$ cat src/rtl/crb_pkg.sv
`timescale 1ns/1ps
package crb_pkg;

  // Word addresses of the control registers
  localparam int REG_REQUEST = 0;
  localparam int REG_STATUS  = 1;
  localparam int REG_CANCEL  = 2;
  localparam int REG_START   = 3;
  localparam int REG_INT_EN  = 4;
  localparam int REG_INT_STS = 5;

  typedef enum logic [1:0] {
    ST_IDLE  = 2'd0,
    ST_READY = 2'd1,
    ST_EXEC  = 2'd2,
    ST_DONE  = 2'd3
  } crbState_t;

  // Strobes from control to datapath, all single-cycle
  typedef struct packed {
    logic ackReady;     // ready transition acknowledged
    logic ackIdle;      // idle transition acknowledged
    logic timeoutHit;   // acknowledgement window expired
    logic acceptStart;  // start doorbell accepted
    logic execFinish;   // execution completed
  } ctlStrobes_t;

endpackage

$ cat src/rtl/crb_datapath.sv
`timescale 1ns/1ps
module crb_datapath #(
  parameter int ADDR_W = 3,
  parameter int DATA_W = 32
) (
  input  logic                    clk,
  input  logic                    rstN,
  input  logic                    regWrEn,
  input  logic [ADDR_W-1:0]       regAddr,
  input  logic [DATA_W-1:0]       regWrData,
  output logic [DATA_W-1:0]       regRdData,
  input  crb_pkg::ctlStrobes_t    strb,
  input  logic                    inIdle,
  input  logic                    execBusy,
  output logic                    wantReady,
  output logic                    wantIdle,
  output logic                    fatal,
  output logic                    startWr1,
  output logic                    execAbort,
  output logic                    irq
);
  import crb_pkg::*;

  localparam logic [DATA_W-1:0] WORD_ONE  = DATA_W'(1);
  localparam logic [DATA_W-1:0] WORD_ZERO = '0;

  logic wantReadyQ, wantIdleQ, startQ, cancelQ, intEnQ, intStsQ, fatalQ;
  logic hitRequest, hitCancel, hitStart, hitIntEn, hitIntSts;
  logic clrReady, clrIdle;

  always_comb begin
    hitRequest = regWrEn && (regAddr == ADDR_W'(REG_REQUEST));
    hitCancel  = regWrEn && (regAddr == ADDR_W'(REG_CANCEL));
    hitStart   = regWrEn && (regAddr == ADDR_W'(REG_START));
    hitIntEn   = regWrEn && (regAddr == ADDR_W'(REG_INT_EN));
    hitIntSts  = regWrEn && (regAddr == ADDR_W'(REG_INT_STS));
    clrReady   = strb.ackReady | strb.timeoutHit;
    clrIdle    = strb.ackIdle  | strb.timeoutHit;
  end

  assign startWr1 = hitStart && (regWrData == WORD_ONE);

  // Software-set request bits, self-cleared by the device
  always_ff @(posedge clk or negedge rstN) begin
    if (!rstN) begin
      wantReadyQ <= 1'b0;
      wantIdleQ  <= 1'b0;
    end else begin
      wantReadyQ <= (wantReadyQ | (hitRequest & regWrData[0])) & ~clrReady;
      wantIdleQ  <= (wantIdleQ  | (hitRequest & regWrData[1])) & ~clrIdle;
    end
  end

  // Sticky fatal error
  always_ff @(posedge clk or negedge rstN) begin
    if (!rstN) fatalQ <= 1'b0;
    else if (strb.timeoutHit) fatalQ <= 1'b1;
  end

  // Start doorbell: set on acceptance, cleared by completion
  always_ff @(posedge clk or negedge rstN) begin
    if (!rstN) startQ <= 1'b0;
    else if (strb.acceptStart) startQ <= 1'b1;
    else if (strb.execFinish) startQ <= 1'b0;
  end

  // Cancel flag: whole-word 1 sets, whole-word 0 clears
  always_ff @(posedge clk or negedge rstN) begin
    if (!rstN) cancelQ <= 1'b0;
    else if (hitCancel && (regWrData == WORD_ONE)) cancelQ <= 1'b1;
    else if (hitCancel && (regWrData == WORD_ZERO)) cancelQ <= 1'b0;
  end

  // Interrupt enable and write-1-to-clear status
  always_ff @(posedge clk or negedge rstN) begin
    if (!rstN) begin
      intEnQ  <= 1'b0;
      intStsQ <= 1'b0;
    end else begin
      if (hitIntEn) intEnQ <= regWrData[0];
      if (strb.execFinish) intStsQ <= 1'b1;
      else if (hitIntSts && regWrData[0]) intStsQ <= 1'b0;
    end
  end

  // Read mux
  always_comb begin
    regRdData = '0;
    unique case (regAddr)
      ADDR_W'(REG_REQUEST): regRdData[1:0] = {wantIdleQ, wantReadyQ};
      ADDR_W'(REG_STATUS):  regRdData[1:0] = {inIdle, fatalQ};
      ADDR_W'(REG_CANCEL):  regRdData[0]   = cancelQ;
      ADDR_W'(REG_START):   regRdData[0]   = startQ;
      ADDR_W'(REG_INT_EN):  regRdData[0]   = intEnQ;
      ADDR_W'(REG_INT_STS): regRdData[0]   = intStsQ;
      default:              regRdData      = '0;
    endcase
  end

  assign wantReady = wantReadyQ;
  assign wantIdle  = wantIdleQ;
  assign fatal     = fatalQ;
  assign execAbort = cancelQ & execBusy;
  assign irq       = intStsQ & intEnQ;

endmodule

$ cat src/rtl/crb_control.sv
`timescale 1ns/1ps
module crb_control #(
  parameter int TIMEOUT_CYCLES = 1000
) (
  input  logic                  clk,
  input  logic                  rstN,
  input  logic                  wantReady,
  input  logic                  wantIdle,
  input  logic                  fatal,
  input  logic                  startWr1,
  input  logic                  transAck,
  input  logic                  execDone,
  output crb_pkg::ctlStrobes_t  strb,
  output logic                  transReq,
  output logic                  transToIdle,
  output logic                  execBusy,
  output logic                  inIdle
);
  import crb_pkg::*;

  localparam int TMR_W = $clog2(TIMEOUT_CYCLES + 1);
  localparam logic [TMR_W-1:0] TMR_LAST = TMR_W'(TIMEOUT_CYCLES - 1);

  crbState_t        stateQ, stateD;
  logic [TMR_W-1:0] timerQ;

  always_comb begin
    transReq    = !fatal && (stateQ != ST_EXEC) && (wantReady || wantIdle);
    transToIdle = transReq && wantIdle;

    strb.ackIdle     = transReq && transAck && wantIdle;
    strb.ackReady    = transReq && transAck && !wantIdle;
    strb.timeoutHit  = transReq && !transAck && (timerQ == TMR_LAST);
    strb.acceptStart = startWr1 && (stateQ == ST_READY) && !transReq && !fatal;
    strb.execFinish  = (stateQ == ST_EXEC) && execDone;
  end

  always_comb begin
    stateD = stateQ;
    if (strb.ackIdle)          stateD = ST_IDLE;
    else if (strb.ackReady)    stateD = ST_READY;
    else if (strb.acceptStart) stateD = ST_EXEC;
    else if (strb.execFinish)  stateD = ST_DONE;
  end

  always_ff @(posedge clk or negedge rstN) begin
    if (!rstN) stateQ <= ST_IDLE;
    else       stateQ <= stateD;
  end

  // Acknowledgement window counter
  always_ff @(posedge clk or negedge rstN) begin
    if (!rstN) timerQ <= '0;
    else if (!transReq || transAck || strb.timeoutHit) timerQ <= '0;
    else timerQ <= timerQ + 1'b1;
  end

  assign execBusy = (stateQ == ST_EXEC);
  assign inIdle   = (stateQ == ST_IDLE);

endmodule

$ cat src/rtl/crb_ctrl_top.sv
`timescale 1ns/1ps
module crb_ctrl_top #(
  parameter int ADDR_W         = 3,
  parameter int DATA_W         = 32,
  parameter int TIMEOUT_CYCLES = 1000
) (
  input  logic              clk,
  input  logic              rstN,
  input  logic              regWrEn,
  input  logic [ADDR_W-1:0] regAddr,
  input  logic [DATA_W-1:0] regWrData,
  output logic [DATA_W-1:0] regRdData,
  output logic              transReq,
  output logic              transToIdle,
  input  logic              transAck,
  output logic              execBusy,
  output logic              execAbort,
  input  logic              execDone,
  output logic              irq
);
  import crb_pkg::*;

  ctlStrobes_t strb;
  logic wantReady, wantIdle, fatalFlag, startWr1, inIdle;

  crb_control #(.TIMEOUT_CYCLES(TIMEOUT_CYCLES)) u_ctl (
    .clk(clk), .rstN(rstN),
    .wantReady(wantReady), .wantIdle(wantIdle), .fatal(fatalFlag),
    .startWr1(startWr1), .transAck(transAck), .execDone(execDone),
    .strb(strb), .transReq(transReq), .transToIdle(transToIdle),
    .execBusy(execBusy), .inIdle(inIdle)
  );

  crb_datapath #(.ADDR_W(ADDR_W), .DATA_W(DATA_W)) u_dp (
    .clk(clk), .rstN(rstN),
    .regWrEn(regWrEn), .regAddr(regAddr), .regWrData(regWrData),
    .regRdData(regRdData), .strb(strb), .inIdle(inIdle),
    .execBusy(execBusy), .wantReady(wantReady), .wantIdle(wantIdle),
    .fatal(fatalFlag), .startWr1(startWr1), .execAbort(execAbort), .irq(irq)
  );

endmodule

$ cat config.mk
export PLATFORM = sky130hd
export DESIGN_NAME = crb_ctrl_top
export DESIGN_NICKNAME = d
export VERILOG_FILES = /design/src/rtl/crb_pkg.sv /design/src/rtl/crb_datapath.sv /design/src/rtl/crb_control.sv /design/src/rtl/crb_ctrl_top.sv
export SDC_FILE = /design/constraint.sdc
export NUM_CORES = 1
export LEC_CHECK = 0
export BUFFER_PORTS_ARGS = -buffer_cell sky130_fd_sc_hd__buf_2
export CORE_MARGIN = 2
export CORE_UTILIZATION = 39
export CTS_BUF_LIST = sky130_fd_sc_hd__clkbuf_16
export DETAILED_ROUTE_END_ITERATION = 8
export HOLD_SLACK_MARGIN = 0.1
export PLACE_DENSITY = 0.84
export SLEW_MARGIN = 15
export SYNTH_ARGS = -nofsm -noshare
export SYNTH_HDL_FRONTEND = slang
export SYNTH_SLANG_ARGS = --single-unit
$ cat constraint.sdc
create_clock -name clk -period 1.4 [get_ports clk]
set_input_delay 0.35 -clock clk [delete_from_list [all_inputs] [get_ports clk]]
set_output_delay 0.35 -clock clk [all_outputs]
set_load 0.02 [all_outputs]
Word level (Yosys, flattened, before mapping)

Cells that the tools add are included.
W data, S select, Z words.

Register bits: 19
Output and inout port bits: 37
Logic and storage cells: 80

$add $sub $neg: 1
Eq/ne operators: 10
Muxes and demuxes: 13
Bitwise logic cells: 12
Reduce and logical (&&, ||, !) cells: 35

Operators by type and width:

| operator                | number |
|---|---|
| $eq A32 B1 Y1 const B   | 1 |
| $logic_not A32 Y1       | 1 |
| $logic_and A1 B1 Y1     | 21 |
| $add A10 B1 Y10 const B | 1 |
| $eq A10 B10 Y1 const B  | 1 |
| $mux W10                | 1 |
| $mux W2                 | 4 |
| $and A1 B1 Y1           | 6 |
| $eq A3 B2 Y1 const B    | 2 |
| $eq A3 B3 Y1 const B    | 2 |
| $mux W1                 | 6 |
| $pmux W1 S6             | 1 |
| $reduce_bool A2 Y1      | 3 |
| $logic_not A1 Y1        | 4 |
| $or A1 B1 Y1            | 4 |
| $reduce_bool A4 Y1      | 1 |
| $eq A3 B1 Y1 const B    | 1 |
| $logic_not A3 Y1        | 1 |
| $logic_or A1 B1 Y1      | 3 |
| $eq A2 B1 Y1 const B    | 1 |
| $eq A2 B2 Y1 const B    | 1 |
| $logic_not A2 Y1        | 1 |
| $ne A2 B2 Y1 const B    | 1 |
| $not A1 Y1              | 2 |
| $pmux W1 S2             | 1 |

Longest topological paths before layout

Depth after elaboration: 9
Gate-level depth with buffers: 5
Depth with buffers taken out: 5

Cells and area by module

From an unflattened synthesis, not the netlist that was laid out.

Cell total of the unflattened synthesis: 150
Area, all modules: 1,343.8 µm²

By module, submodules not included:

| module       | times used | cells each | area each (µm²) |
|---|---|---|---|
| crb_datapath | 1          | 79         | 703.2 |
| crb_control  | 1          | 71         | 640.6 |

Worst setup path after synthesis

OpenSTA, ideal clock, no wires.

Kind: register -> output
Start point: register u_ctl.stateQ[1]
End point: output port transToIdle
Arrival time: 1.387 ns
Required time: 1.050 ns
Setup slack: -0.337 ns
Stages on the path, launching flop included: 5
Path buffers: 0
Cells stage by stage: dfrtp_1 -> nor2b_4 -> or3_4 -> clkinv_1 -> and2_1

Cells in the longest elaborated chain, start to end: 4

Ends and longest elaborated chain:

| item                              | RTL line           | source |
|---|---|---|
| start, declared                   | crb_control.sv:24  | `crbState_t stateQ, stateD;` |
| start signal, assigned            | crb_control.sv:48  | `else stateQ <= stateD;` |
| $ne A2 B2 Y1                      | crb_control.sv:28  | `transReq = !fatal && (stateQ != ST_EXEC) && (wantReady \|\| wantIdle);` |
| $logic_and A1 B1 Y1 (2 in series) | crb_control.sv:28  |  |
| named net transReq                | crb_ctrl_top.sv:13 | `output logic transReq,` |
| $logic_and A1 B1 Y1               | crb_control.sv:29  | `transToIdle = transReq && wantIdle;` |
| end, declared                     | crb_ctrl_top.sv:14 | `output logic transToIdle,` |

The timed path passes the listed nets, and every way through them passes these cells.

Final worst setup path

Start point: register u_ctl.stateQ[1]
End point: output port transToIdle

Cells in the longest elaborated chain, start to end: 4

Ends and longest elaborated chain:

| item                              | RTL line |
|---|---|
| $ne A2 B2 Y1                      | crb_control.sv:28 |
| $logic_and A1 B1 Y1 (2 in series) | crb_control.sv:28 |
| $logic_and A1 B1 Y1               | crb_control.sv:29 |

No other way between the ends.

==> results by group <==
Floorplan
  – Core ar.: 3130 µm²
  – Io pins: 77
  – Initial Utilization: 0.417
  – Horiz. Die Dim: 61.8 µm
  – Die Y: 61.8 µm
  – Num rows: 20
  – Die area: 3820 µm²

Clock network
  – Longest Clk Path Bufs: 2
  – H-tree lvl count: 1
  – Clk root buf: clkbuf_16
  – Clock transition at path regs: 0.05 ns
  – Total CTS buffers: 3
  – Clk_lat worst skew: 0.25 ns
  – TritonCTS clock tree: yes
  – CTS Sinks: 19

Power
  – Overall power: 1.47 mW
  – Gate power share: 0.206
  – Flop pwr share: 0.396
  – Clk pwr share: 0.398
  – Leakage: 0.973 nW
  – Switching share of power: 0.271
  – Power per Cell Area: 729 nW/µm²
  – Maximum vdd drop: 1.03 mV
  – Int Pwr: 1.07 mW
  – Switching pwr: 0.398 mW

Yosys
  – Post-Syn Instances: 147
  – Number of synthesized register bits: 19
  – Main flop type after synthesis: dfrtp_1
  – Register area share after synthesis: 0.365
  – FFs w/ async S/R, synth: 1.00
  – Mean Syn Cell Area: 8.87 µm²
  – Top-count cell post-synth: buf_4
  – Synth area leader: dfrtp_1
  – Commonest cells post-synth: buf_4 (30), dfrtp_1 (19), nor2_1 (18)
  – Post-Syn Area: 1300 µm²
  – Count of cell types in the netlist: 34
  – Synth area leaders: dfrtp_1 (36%), buf_4 (17%), nor2_1 (5.2%), nor4_1 (3.4%), xnor2_1 (3.4%)
  – Share of the synthesized area in the top cell type: 0.365
  – Post-synth EDFFs: 0
  – Yosys warnings: 0

STA
  – Max Slew Vio Count: 0
  – RSZ-0062 raised after global routing: yes
  – Count of final hold-check violations: 0
  – Layout Skew: 0.00122 ns
  – Final cycle utilization of the critical path: 1.24
  – Fin crit period: 1.74 ns
  – Fmax: 574 MHz
  – Hold slack: 0.350 ns
  – Final setup vio count: 20
  – Final WS setup: -0.343 ns

Routing
  – Remaining DRCs: 0
  – Post-route antenna net violation count: 0
  – Drt total wl: 3.38 mm
  – Drt via density: 4.61
  – DRT iter0 DRCs: 46
  – DRT Pass-1 Iters: 4
  – Wire per inst: 12.3 µm
  – Via count: 1262

Critical path
  – Peak fanout along the critical path: 2
  – Setup slack, reg-to-reg: -0.08 ns
  – Setup CP Type: flip-flop to primary output
  – Worst Setup End Kind: primary output
  – Worst setup endpoint: transToIdle
  – WP data required: 1.05 ns
  – R2R depth: 5
  – CP startpoint: u_ctl.stateQ[1]$_DFFE_PN0P_
  – R2R Path Start: u_ctl.timerQ[0]$_DFF_PN0_
  – R2r endpoint: u_dp.wantIdle$_DFF_PN0_
  – CP Data Arrival Time: 1.39 ns
  – Critical path startpoint category: flip-flop

Global routing
  – Met1 Use GR: 0.177
  – Pin count of the biggest net entering global routing: 20
  – GRT Overall Usage: 0.177
  – M2 GR Usage: 0.349
  – Remaining Overflow, GRT: 0
  – Initial antenna violation count: 0
  – Gr busiest metal: met2
  – Met3 Use GR: 0.0518
  – Vias in the first global route: 1208
  – First-pass GRT wire length: 4.91 mm

Finish
  – Layout Nets: 272
  – Sequential Area: 475 µm²
  – Multi-input gate area: 833 µm²
  – Area grow syn2layout: 54.9%
  – N_diodes: 0
  – Filler cells: 257
  – Fin util: 0.646
  – Layout cells sized above 1: 0.491

Run
  – Max Cap Violations: 0

Worst hold path
  – Hold crit path type: input pin to flip-flop

Run status
  – Violated checks: negative setup slack
  – Run status: finished, violations left

Place
  – Place WS: -0.248 ns
  – Dpl hpwl: 2.26 mm
  – IO buf count: 46
  – Routability cong.: 0.773
[worst min path at each step]
stage,startpoint,endpoint,slack [ns],depth (start not counted)
floorplan,rstN,u_ctl.stateQ[0]$_DFFE_PN0P_,0.05,0
global placement,rstN,u_ctl.timerQ[0]$_DFF_PN0_,0.30,1
detailed placement,rstN,u_ctl.timerQ[0]$_DFF_PN0_,0.31,1
CTS,execDone,u_dp.intStsQ$_DFFE_PN0P_,0.35,3
global route,execDone,u_dp.intStsQ$_DFFE_PN0P_,0.37,3
finish,execDone,u_dp.intStsQ$_DFFE_PN0P_,0.35,3
[sequential cells by signal (all words and copies together) (netlist names)]
name and count:
u_dp.intStsQ 1, u_dp.wantReady 1, u_ctl.stateQ 2, u_dp.cancelQ 1, u_ctl.timerQ 10, u_dp.intEnQ 1, u_dp.startQ 1, u_dp.wantIdle 1
u_dp.fatal 1
[critical path, stage by stage (launching register included)]
cell and delay [ns]:
dfrtp_1 0.37, nor2b_4 0.13, or3_4 0.36, clkinv_4 0.06
and2_4 0.13, buf_6 0.10
[power by group through the flow]
stage               clock, mW  combinational [mW]  sequential (mW)
finish                  0.586               0.303            0.583
global placement            0               0.267            0.587
global route            0.631               0.335            0.584
detailed placement          0               0.272            0.589
CTS                     0.603               0.284            0.580
floorplan                   0               0.201            0.591
[routing by layer]
metal  part of all wire  vias up
met5                  0        -
met4              0.017        0
met3              0.059        6
met2               0.56       59
met1               0.36      581
li1                   -      616
[placed cells by master, fill, tap and decap left out, drive strengths merged, types with 4 or more instances in the layout]
| cell type | n |
|---|---|
| conb | 30 |
| nor4 | 8 |
| and2 | 4 |
| nand2 | 7 |
| nand3 | 5 |
| buf | 79 |
| dfrtp | 19 |
| nor3 | 7 |
| nand2b | 4 |
| nor2 | 18 |
| a21oi | 7 |
| xnor2 | 5 |
[logic make-up (layout without fill, tap and decap cells)]
| family | after synthesis | in the layout | synth area share |
|---|---|---|---|
| other | 1 | 30 | 0.00288 |
| and+or+nand+nor | 62 | 63 | 0.261 |
| xor gates and xnor gates | 8 | 8 | 0.0537 |
| adders and majority gates | 1 | 1 | 0.00960 |
| muxes | 5 | 5 | 0.0403 |
| AOI/OAI and AO/OA | 17 | 17 | 0.0835 |
| buffers and inverters | 34 | 87 | 0.184 |
| DFF | 19 | 19 | 0.365 |
[metrics by stage]
stage               instances  area [µm²]  TNS (ns)
floorplan                 176        1460    -0.713
global placement          262        1720     -2.06
detailed placement        262        1720     -2.42
CTS                       272        1920     -1.79
global route              274        2020     -3.47
finish                    274        2020     -2.22
[layout make-up]
cell class / instances / share of cell area
well taps: 44 / 0.0273
clock inverters: 1 / 0.00248
flip-flops and latches: 19 / 0.235
clock buffers: 3 / 0.0372
repair buffers: 80 / 0.277
multi-input cells: 124 / 0.413
inverters: 3 / 0.00805
[what timing repair did]
item / CTS / global route
pin swaps: 17 / 7
endpoints found under the setup margin: 20 / 21
hold buffers: 1 / 0
gates cloned: 1 / 0
buffers inserted: 4 / 2
resized for setup: 21 / 16
endpoints found under the hold margin: 19 / 0
Note: power is estimated with default switching activity, not from simulation.
